### src/rtl/iw_pkg.sv
package iw_pkg;

    parameter int IW_TAG_W = 6;
    parameter int IW_NSRC  = 2;

    typedef struct packed {
        logic [IW_TAG_W-1:0] tag;
        logic                rdy;
    } opnd_t;

    // true when sequence number a was handed out before b (wrap-safe)
    function automatic logic seq_before(input logic [31:0] a,
                                        input logic [31:0] b,
                                        input int          w);
        logic [31:0] d;
        d = a - b;
        return d[w-1];
    endfunction

endpackage

### src/rtl/iw_alloc.sv
module iw_alloc #(
    parameter int ENTRIES = 8,
    localparam int IDX_W = $clog2(ENTRIES)
) (
    input  logic [ENTRIES-1:0] occ,
    output logic               any_free,
    output logic [IDX_W-1:0]   free_idx
);
    always_comb begin
        any_free = 1'b0;
        free_idx = '0;
        for (int i = ENTRIES - 1; i >= 0; i--) begin
            if (!occ[i]) begin
                any_free = 1'b1;
                free_idx = IDX_W'(i);
            end
        end
    end
endmodule

### src/rtl/iw_wakeup.sv
module iw_wakeup
    import iw_pkg::*;
#(
    parameter int N    = 8,
    parameter int WB_W = 2
) (
    input  opnd_t [N-1:0][IW_NSRC-1:0]   opnd,
    input  logic  [WB_W-1:0]             wb_valid,
    input  logic  [WB_W-1:0][IW_TAG_W-1:0] wb_tag,
    output logic  [N-1:0][IW_NSRC-1:0]   hit
);
    for (genvar e = 0; e < N; e++) begin : g_ent
        for (genvar s = 0; s < IW_NSRC; s++) begin : g_src
            always_comb begin
                hit[e][s] = 1'b0;
                for (int j = 0; j < WB_W; j++) begin
                    if (wb_valid[j] && wb_tag[j] == opnd[e][s].tag) begin
                        hit[e][s] = 1'b1;
                    end
                end
            end
        end
    end
endmodule

### src/rtl/iw_select.sv
module iw_select
    import iw_pkg::*;
#(
    parameter int ENTRIES = 8,
    parameter int ISS_W   = 2,
    parameter int SEQ_W   = 4,
    localparam int IDX_W = $clog2(ENTRIES)
) (
    input  logic [ENTRIES-1:0]            req,
    input  logic [ENTRIES-1:0][SEQ_W-1:0] seq,
    output logic [ISS_W-1:0]              gnt_valid,
    output logic [ISS_W-1:0][IDX_W-1:0]   gnt_idx,
    output logic [ENTRIES-1:0]            gnt_mask
);
    always_comb begin
        logic [ENTRIES-1:0] avail;
        logic               found;
        logic [IDX_W-1:0]   best;
        avail     = req;
        gnt_valid = '0;
        gnt_idx   = '0;
        gnt_mask  = '0;
        for (int k = 0; k < ISS_W; k++) begin
            found = 1'b0;
            best  = '0;
            for (int i = 0; i < ENTRIES; i++) begin
                if (avail[i] && (!found ||
                    seq_before(32'(seq[i]), 32'(seq[best]), SEQ_W))) begin
                    found = 1'b1;
                    best  = IDX_W'(i);
                end
            end
            gnt_valid[k] = found;
            gnt_idx[k]   = best;
            if (found) begin
                avail[best]    = 1'b0;
                gnt_mask[best] = 1'b1;
            end
        end
    end
endmodule

### src/rtl/issue_window.sv
module issue_window
    import iw_pkg::*;
#(
    parameter int ENTRIES = 8,
    parameter int PAY_W   = 16,
    parameter int ISS_W   = 2,
    parameter int WB_W    = 2,
    localparam int IDX_W  = $clog2(ENTRIES),
    localparam int SEQ_W  = IDX_W + 1
) (
    input  logic                          clk,
    input  logic                          rst,
    input  logic                          flush,
    input  logic                          in_valid,
    input  logic [IW_NSRC*IW_TAG_W-1:0]   in_tag,
    input  logic [IW_NSRC-1:0]            in_rdy,
    input  logic [PAY_W-1:0]              in_payload,
    output logic                          full,
    input  logic [WB_W-1:0]               wb_valid,
    input  logic [WB_W*IW_TAG_W-1:0]      wb_tag,
    output logic [ISS_W-1:0]              iss_valid,
    output logic [ISS_W*PAY_W-1:0]        iss_payload
);
    logic  [ENTRIES-1:0]                 valid_q;
    opnd_t [ENTRIES-1:0][IW_NSRC-1:0]    opnd_q;
    logic  [ENTRIES-1:0][SEQ_W-1:0]      seq_q;
    logic  [ENTRIES-1:0][PAY_W-1:0]      pay_q;
    logic  [SEQ_W-1:0]                   seq_ctr;

    logic                                any_free;
    logic  [IDX_W-1:0]                   alloc_idx;
    logic  [ENTRIES-1:0][IW_NSRC-1:0]    wk_hit;
    opnd_t [0:0][IW_NSRC-1:0]            in_opnd;
    logic  [0:0][IW_NSRC-1:0]            in_hit;
    logic  [ENTRIES-1:0]                 req;
    logic  [ISS_W-1:0]                   gnt_valid;
    logic  [ISS_W-1:0][IDX_W-1:0]        gnt_idx;
    logic  [ENTRIES-1:0]                 gnt_mask;
    logic                                ins_fire;

    always_comb begin
        for (int s = 0; s < IW_NSRC; s++) begin
            in_opnd[0][s].tag = in_tag[s*IW_TAG_W +: IW_TAG_W];
            in_opnd[0][s].rdy = in_rdy[s];
        end
    end

    iw_alloc #(.ENTRIES(ENTRIES)) u_alloc (
        .occ(valid_q), .any_free(any_free), .free_idx(alloc_idx)
    );

    iw_wakeup #(.N(ENTRIES), .WB_W(WB_W)) u_wake_held (
        .opnd(opnd_q), .wb_valid(wb_valid), .wb_tag(wb_tag), .hit(wk_hit)
    );

    iw_wakeup #(.N(1), .WB_W(WB_W)) u_wake_new (
        .opnd(in_opnd), .wb_valid(wb_valid), .wb_tag(wb_tag), .hit(in_hit)
    );

    always_comb begin
        for (int i = 0; i < ENTRIES; i++) begin
            req[i] = valid_q[i];
            for (int s = 0; s < IW_NSRC; s++) begin
                req[i] = req[i] & opnd_q[i][s].rdy;
            end
        end
    end

    iw_select #(.ENTRIES(ENTRIES), .ISS_W(ISS_W), .SEQ_W(SEQ_W)) u_sel (
        .req(req), .seq(seq_q),
        .gnt_valid(gnt_valid), .gnt_idx(gnt_idx), .gnt_mask(gnt_mask)
    );

    assign full     = ~any_free;
    assign ins_fire = in_valid & any_free & ~flush;

    always_comb begin
        for (int k = 0; k < ISS_W; k++) begin
            iss_valid[k]                  = gnt_valid[k];
            iss_payload[k*PAY_W +: PAY_W] = pay_q[gnt_idx[k]];
        end
    end

    always_ff @(posedge clk) begin
        if (rst) begin
            valid_q <= '0;
            opnd_q  <= '0;
            seq_q   <= '0;
            pay_q   <= '0;
            seq_ctr <= '0;
        end else if (flush) begin
            valid_q <= '0;
        end else begin
            for (int i = 0; i < ENTRIES; i++) begin
                for (int s = 0; s < IW_NSRC; s++) begin
                    if (wk_hit[i][s]) opnd_q[i][s].rdy <= 1'b1;
                end
                if (gnt_mask[i]) valid_q[i] <= 1'b0;
                if (ins_fire && alloc_idx == IDX_W'(i)) begin
                    valid_q[i] <= 1'b1;
                    seq_q[i]   <= seq_ctr;
                    pay_q[i]   <= in_payload;
                    for (int s = 0; s < IW_NSRC; s++) begin
                        opnd_q[i][s].tag <= in_opnd[0][s].tag;
                        opnd_q[i][s].rdy <= in_opnd[0][s].rdy | in_hit[0][s];
                    end
                end
            end
            if (ins_fire) seq_ctr <= seq_ctr + 1'b1;
        end
    end

    // ---------------- assertions ----------------
    p_empty_idle_r1: assert property (@(posedge clk) disable iff (rst)
        (valid_q == '0) |-> (iss_valid == '0));

    p_full_no_new_r2: assert property (@(posedge clk) disable iff (rst)
        full |=> ((valid_q & ~$past(valid_q)) == '0));

    p_flush_empty_r10: assert property (@(posedge clk) disable iff (rst)
        flush |=> (valid_q == '0));

    for (genvar i = 0; i < ENTRIES; i++) begin : g_chk_ent
        p_issued_freed_r9: assert property (@(posedge clk) disable iff (rst)
            gnt_mask[i] |=> !valid_q[i]);
        for (genvar s = 0; s < IW_NSRC; s++) begin : g_chk_src
            p_wake_sets_r4: assert property (@(posedge clk) disable iff (rst)
                (valid_q[i] && wk_hit[i][s] && !flush) |=> opnd_q[i][s].rdy);
        end
    end

    for (genvar k = 0; k < ISS_W; k++) begin : g_chk_lane
        p_issue_ready_r6: assert property (@(posedge clk) disable iff (rst)
            gnt_valid[k] |-> (valid_q[gnt_idx[k]] &&
                              opnd_q[gnt_idx[k]][0].rdy &&
                              opnd_q[gnt_idx[k]][1].rdy));
        if (k > 0) begin : g_ord
            p_lane_order_r7: assert property (@(posedge clk) disable iff (rst)
                gnt_valid[k] |-> (gnt_valid[k-1] &&
                    seq_before(32'(seq_q[gnt_idx[k-1]]),
                               32'(seq_q[gnt_idx[k]]), SEQ_W)));
        end
    end

endmodule

### config.mk
export PLATFORM = sky130hd
export DESIGN_NAME = issue_window
export DESIGN_NICKNAME = d
export VERILOG_FILES = /design/src/rtl/iw_pkg.sv /design/src/rtl/iw_alloc.sv /design/src/rtl/iw_wakeup.sv /design/src/rtl/iw_select.sv /design/src/rtl/issue_window.sv
export SDC_FILE = /design/constraint.sdc
export NUM_CORES = 1
export LEC_CHECK = 0
export BUFFER_PORTS_ARGS = -buffer_cell sky130_fd_sc_hd__buf_4
export CAP_MARGIN = 20
export CORE_ASPECT_RATIO = 1.1
export CORE_MARGIN = 2
export CORE_UTILIZATION = 55
export CTS_CLUSTER_SIZE = 28
export DETAILED_ROUTE_END_ITERATION = 10
export PLACE_DENSITY = 0.75
export SLEW_MARGIN = 20
export SYNTH_ARGS = -nofsm -noshare
export SYNTH_HDL_FRONTEND = slang
export SYNTH_SLANG_ARGS = --single-unit
### constraint.sdc
create_clock -name clk -period 29.7 [get_ports clk]
set_input_delay 4.455 -clock clk [delete_from_list [all_inputs] [get_ports clk]]
set_output_delay 4.455 -clock clk [all_outputs]
set_load 0.005 [all_outputs]
==> reports/qor.txt <==
Syn_nets -> 2,641
PwrDens -> 39.3 mW/mm2
Critical path startpoint -> seq_q[1]$_SDFFE_PP0P_
Clock Root Buffer -> clkbuf_16
Top cell type's share of synthesized area -> 30.8%
Mapped Area -> 0.0185 mm2
Routed wl met2 -> 30.6 mm
FF-to-FF path depth -> 121
DRC errors left -> 0
Adder and majority cell fraction of the synthesized area -> 1.83%
Async S/R FF share, synth -> 0%
1st-iter DRT viols -> 1,954
Post-route ant nets -> 0
Routed length per instance -> 21.9 um
Fraction of layout cells with a size suffix above 1 -> 13.5%
Clock tree buffer depth -> 3
Die width -> 179 um
Crit-path max FO -> 9
Layout fillers -> 2,953
P&R area growth vs syn -> 13.1%
Multi-input logic area -> 0.0122 mm2
Final Skew -> 30.9 ps
Mux contribution to synthesized area -> 5.13%
Max_cap viols -> 0
Final setup viols -> 0
Top cells by area, synth -> dfxtp_1 31%, nand2_1 15%, a21oi_1 10%, xnor2_1 5.7%, xor2_1 5.4%
Final Hold Fails -> 0
Total gr overflow -> 0
Max incr delay on CP -> 550 ps
Routed wire length -> 66.0 mm
Global-route wire length before repair -> 100 mm
Fin Hold WS -> 465 ps
Netlist cell types -> 94
Status -> finished, final reports clean
Period utilisation layout -> 97.1%
Hold WC Path Type -> reg2reg
Critical Path RT -> 25,240 ps
Worst slew pin tran -> 1180 ps
Post-synth EDFFs -> 0
Crit start category -> register
CP Data Arrival Time -> 24,390 ps
Pre-CTS setup slack -> -97.0 ps
Initial antenna violation count -> 0
Met1 WL -> 26.1 mm
Design area -> 0.0209 mm2
HP Start -> pay_q[77]$_SDFFE_PP0P_
Syn avg cell area -> 7.20 um2
H-Tree Depth -> 1
Clk_lat worst skew -> 590 ps
Worst slew margin -> 21.2%
LEAKAGE -> 7.36 nW
Most used cell, CP -> ha_1
Final Net Count -> 2,641
Diode count -> 0
Final HPWL DP -> 42.1 mm
Largest net degree at the start of global routing -> 124
Via count -> 19,200
All-layer global routing usage -> 36.3%
Vias per cell -> 6.35
Final Core Density -> 63.0%
CP Class -> reg2out
Vias in the first global route -> 18,100
Die H -> 196 um
Die ar. -> 0.0351 mm2
Reg area -> 0.00569 mm2
Core area -> 0.0332 mm2
VDD IR max -> 44.7 uV
Max Clk Rate -> 34.7 MHz
Post-synthesis compound-gate area fraction -> 19.8%
Slowest cell on the critical path -> or4_4
Main synth FF type -> dfxtp_1
GPL Wtd Cong -> 1.03
Starting Density -> 55.7%
Row cnt -> 70
Cells on Worst Hold Path -> 2
Tmin final -> 28,850 ps
DR top layer -> met4
#FFs+latches synth -> 284
Number of CTS-inserted buffers -> 31
Pins Over Slew Limit -> 0
XOR/XNOR share of the synthesized area -> 11.5%
CTS sink count -> 284
CTS tree -> done
WL met3 -> 6.07 mm
Combinational family with the most area after synthesis -> simple AND/OR/NAND/NOR gates
Total power -> 0.000823 W
Area post-placement -> 0.0193 mm2
Yosys warnings -> 0
Simple-Gate Fraction of Synth Area -> 25.9%
R2r startpoint -> seq_q[1]$_SDFFE_PP0P_
Post-synthesis cell count -> 2,566
Post-synthesis sequential area ratio -> 30.8%
Drt pass-1 iters -> 8
CP Capture Type -> output pin
Ports -> 83
Worst setup margin -> 855 ps
Cell type with the highest aggregate area in the netlist -> dfxtp_1
Clk slew on worst S/H paths -> 70 ps
Count of input and output buffers -> 82
==> Yosys cell counts (8+ instances only) <==
library cell	n
mux2i_1	56
or3_1	8
a21oi_1	376
nand2_1	723
o21a_1	12
ha_1	27
nor2_1	111
buf_4	17
nand2b_1	18
nor3b_1	11
nor3_1	43
xnor2_1	121
dfxtp_1	284
xor2_1	115
inv_1	20
o22ai_1	11
and3_1	13
nor4_1	39
o221ai_1	13
nand3_1	26
o21ai_0	54
a211oi_1	30
nand4_1	39
or4_1	17
a21o_1	15
clkbuf_1	168
mux2_4	15
buf_1	17
mux2_2	8
a31oi_1	10
o21ai_1	8
o211ai_1	9
==> cell families (layout without fill, tap and decap cells) <==
kind of cell | after synthesis | count (layout)
flops | 284 | 284
simple gates | 1093 | 1094
xor+xnor | 239 | 239
mux | 85 | 85
compound gates | 608 | 608
fa+ha+maj | 27 | 27
buf+inv | 230 | 249
==> through the flow <==
| stage | std cells | setup TNS [ps] |
|---|---|---|
| after floorplan | 2566 | 0 |
| after global placement | 2926 | 0 |
| after detailed placement | 2926 | -576 |
| after CTS | 2981 | 0 |
| after global routing | 3018 | -3810 |
| final | 3018 | 0 |
==> sequential cells by signal, summed over array words and instances (netlist names) <==
name / cells
seq_ctr: 4
seq_q: 32
valid_q: 8
pay_q: 128
opnd_q: 112
==> worst paths after layout <==
kind / endpoint / slack [ps]
setup reg to reg: valid_q[6]$_SDFFE_PP0P_ / 6060
setup / recovery: iss_payload[16] / 850
hold reg to reg: pay_q[77]$_SDFFE_PP0P_ / 470
hold / removal: pay_q[77]$_SDFFE_PP0P_ / 470
==> where the power goes <==
| part | switching, W | total [W] | internal [W] | leakage (nW) |
|---|---|---|---|---|
| clock network | 0.000160 | 0.000368 | 0.000209 | 0.469 |
| logic | 0.0000424 | 0.0000674 | 0.0000250 | 4.60 |
| registers | 0.00000327 | 0.000387 | 0.000384 | 2.29 |
==> metal layers <==
layer | global-route usage, % | vias to the layer above
met5 | 0 | -
met4 | 16.5 | 0
met3 | 5.21 | 248
met2 | 58.9 | 1082
met1 | 47.5 | 9058
li1 | - | 8785
==> layout make-up <==
class / instances / area share (%)
clock buffers: 47 / 4.33
clock inverters: 6 / 0.227
inverters: 20 / 0.359
multi-input cells: 2053 / 58.4
flip-flops and latches: 284 / 27.2
well taps: 432 / 2.59
repair buffers: 176 / 6.87
==> worst max-delay path, delay by kind of cell, from the launching register on <==
kind	cells	cell delay, ps
AOI/OAI and AO/OA	54	9660
xor gates and xnor gates	5	760
adders and majority gates	13	3400
buffers and inverters	7	990
DFF	1	390
muxes	9	2520
and+or+nand+nor	34	6030
==> repair_timing <==
action,4_1_cts,5_1_grt
cloned,0,3
hold endpoints to repair,0,0
hold buffers,0,0
buffers inserted,2,31
pin swaps,2,36
setup endpoints to repair,16,16
gates resized for setup,13,70
==> cell usage in the layout (no fill, tap or decap), drive strengths merged, types with 14 or more instances in the layout <==
cell / synthesis / final
nor2: 111 / 111
nor4: 39 / 39
a211oi: 32 / 32
ha: 27 / 27
o21ai: 62 / 62
a21o: 16 / 16
nand2b: 18 / 18
and3: 14 / 14
mux2: 27 / 27
or4: 20 / 20
inv: 20 / 21
a21oi: 378 / 378
xnor2: 124 / 124
mux2i: 58 / 58
dfxtp: 284 / 284
nor3: 44 / 44
nand4: 39 / 39
nand3: 26 / 26
nand2: 724 / 725
clkbuf: 169 / 50
buf: 41 / 173
xor2: 115 / 115
No activity file was read; power rests on OpenSTA's default activity.
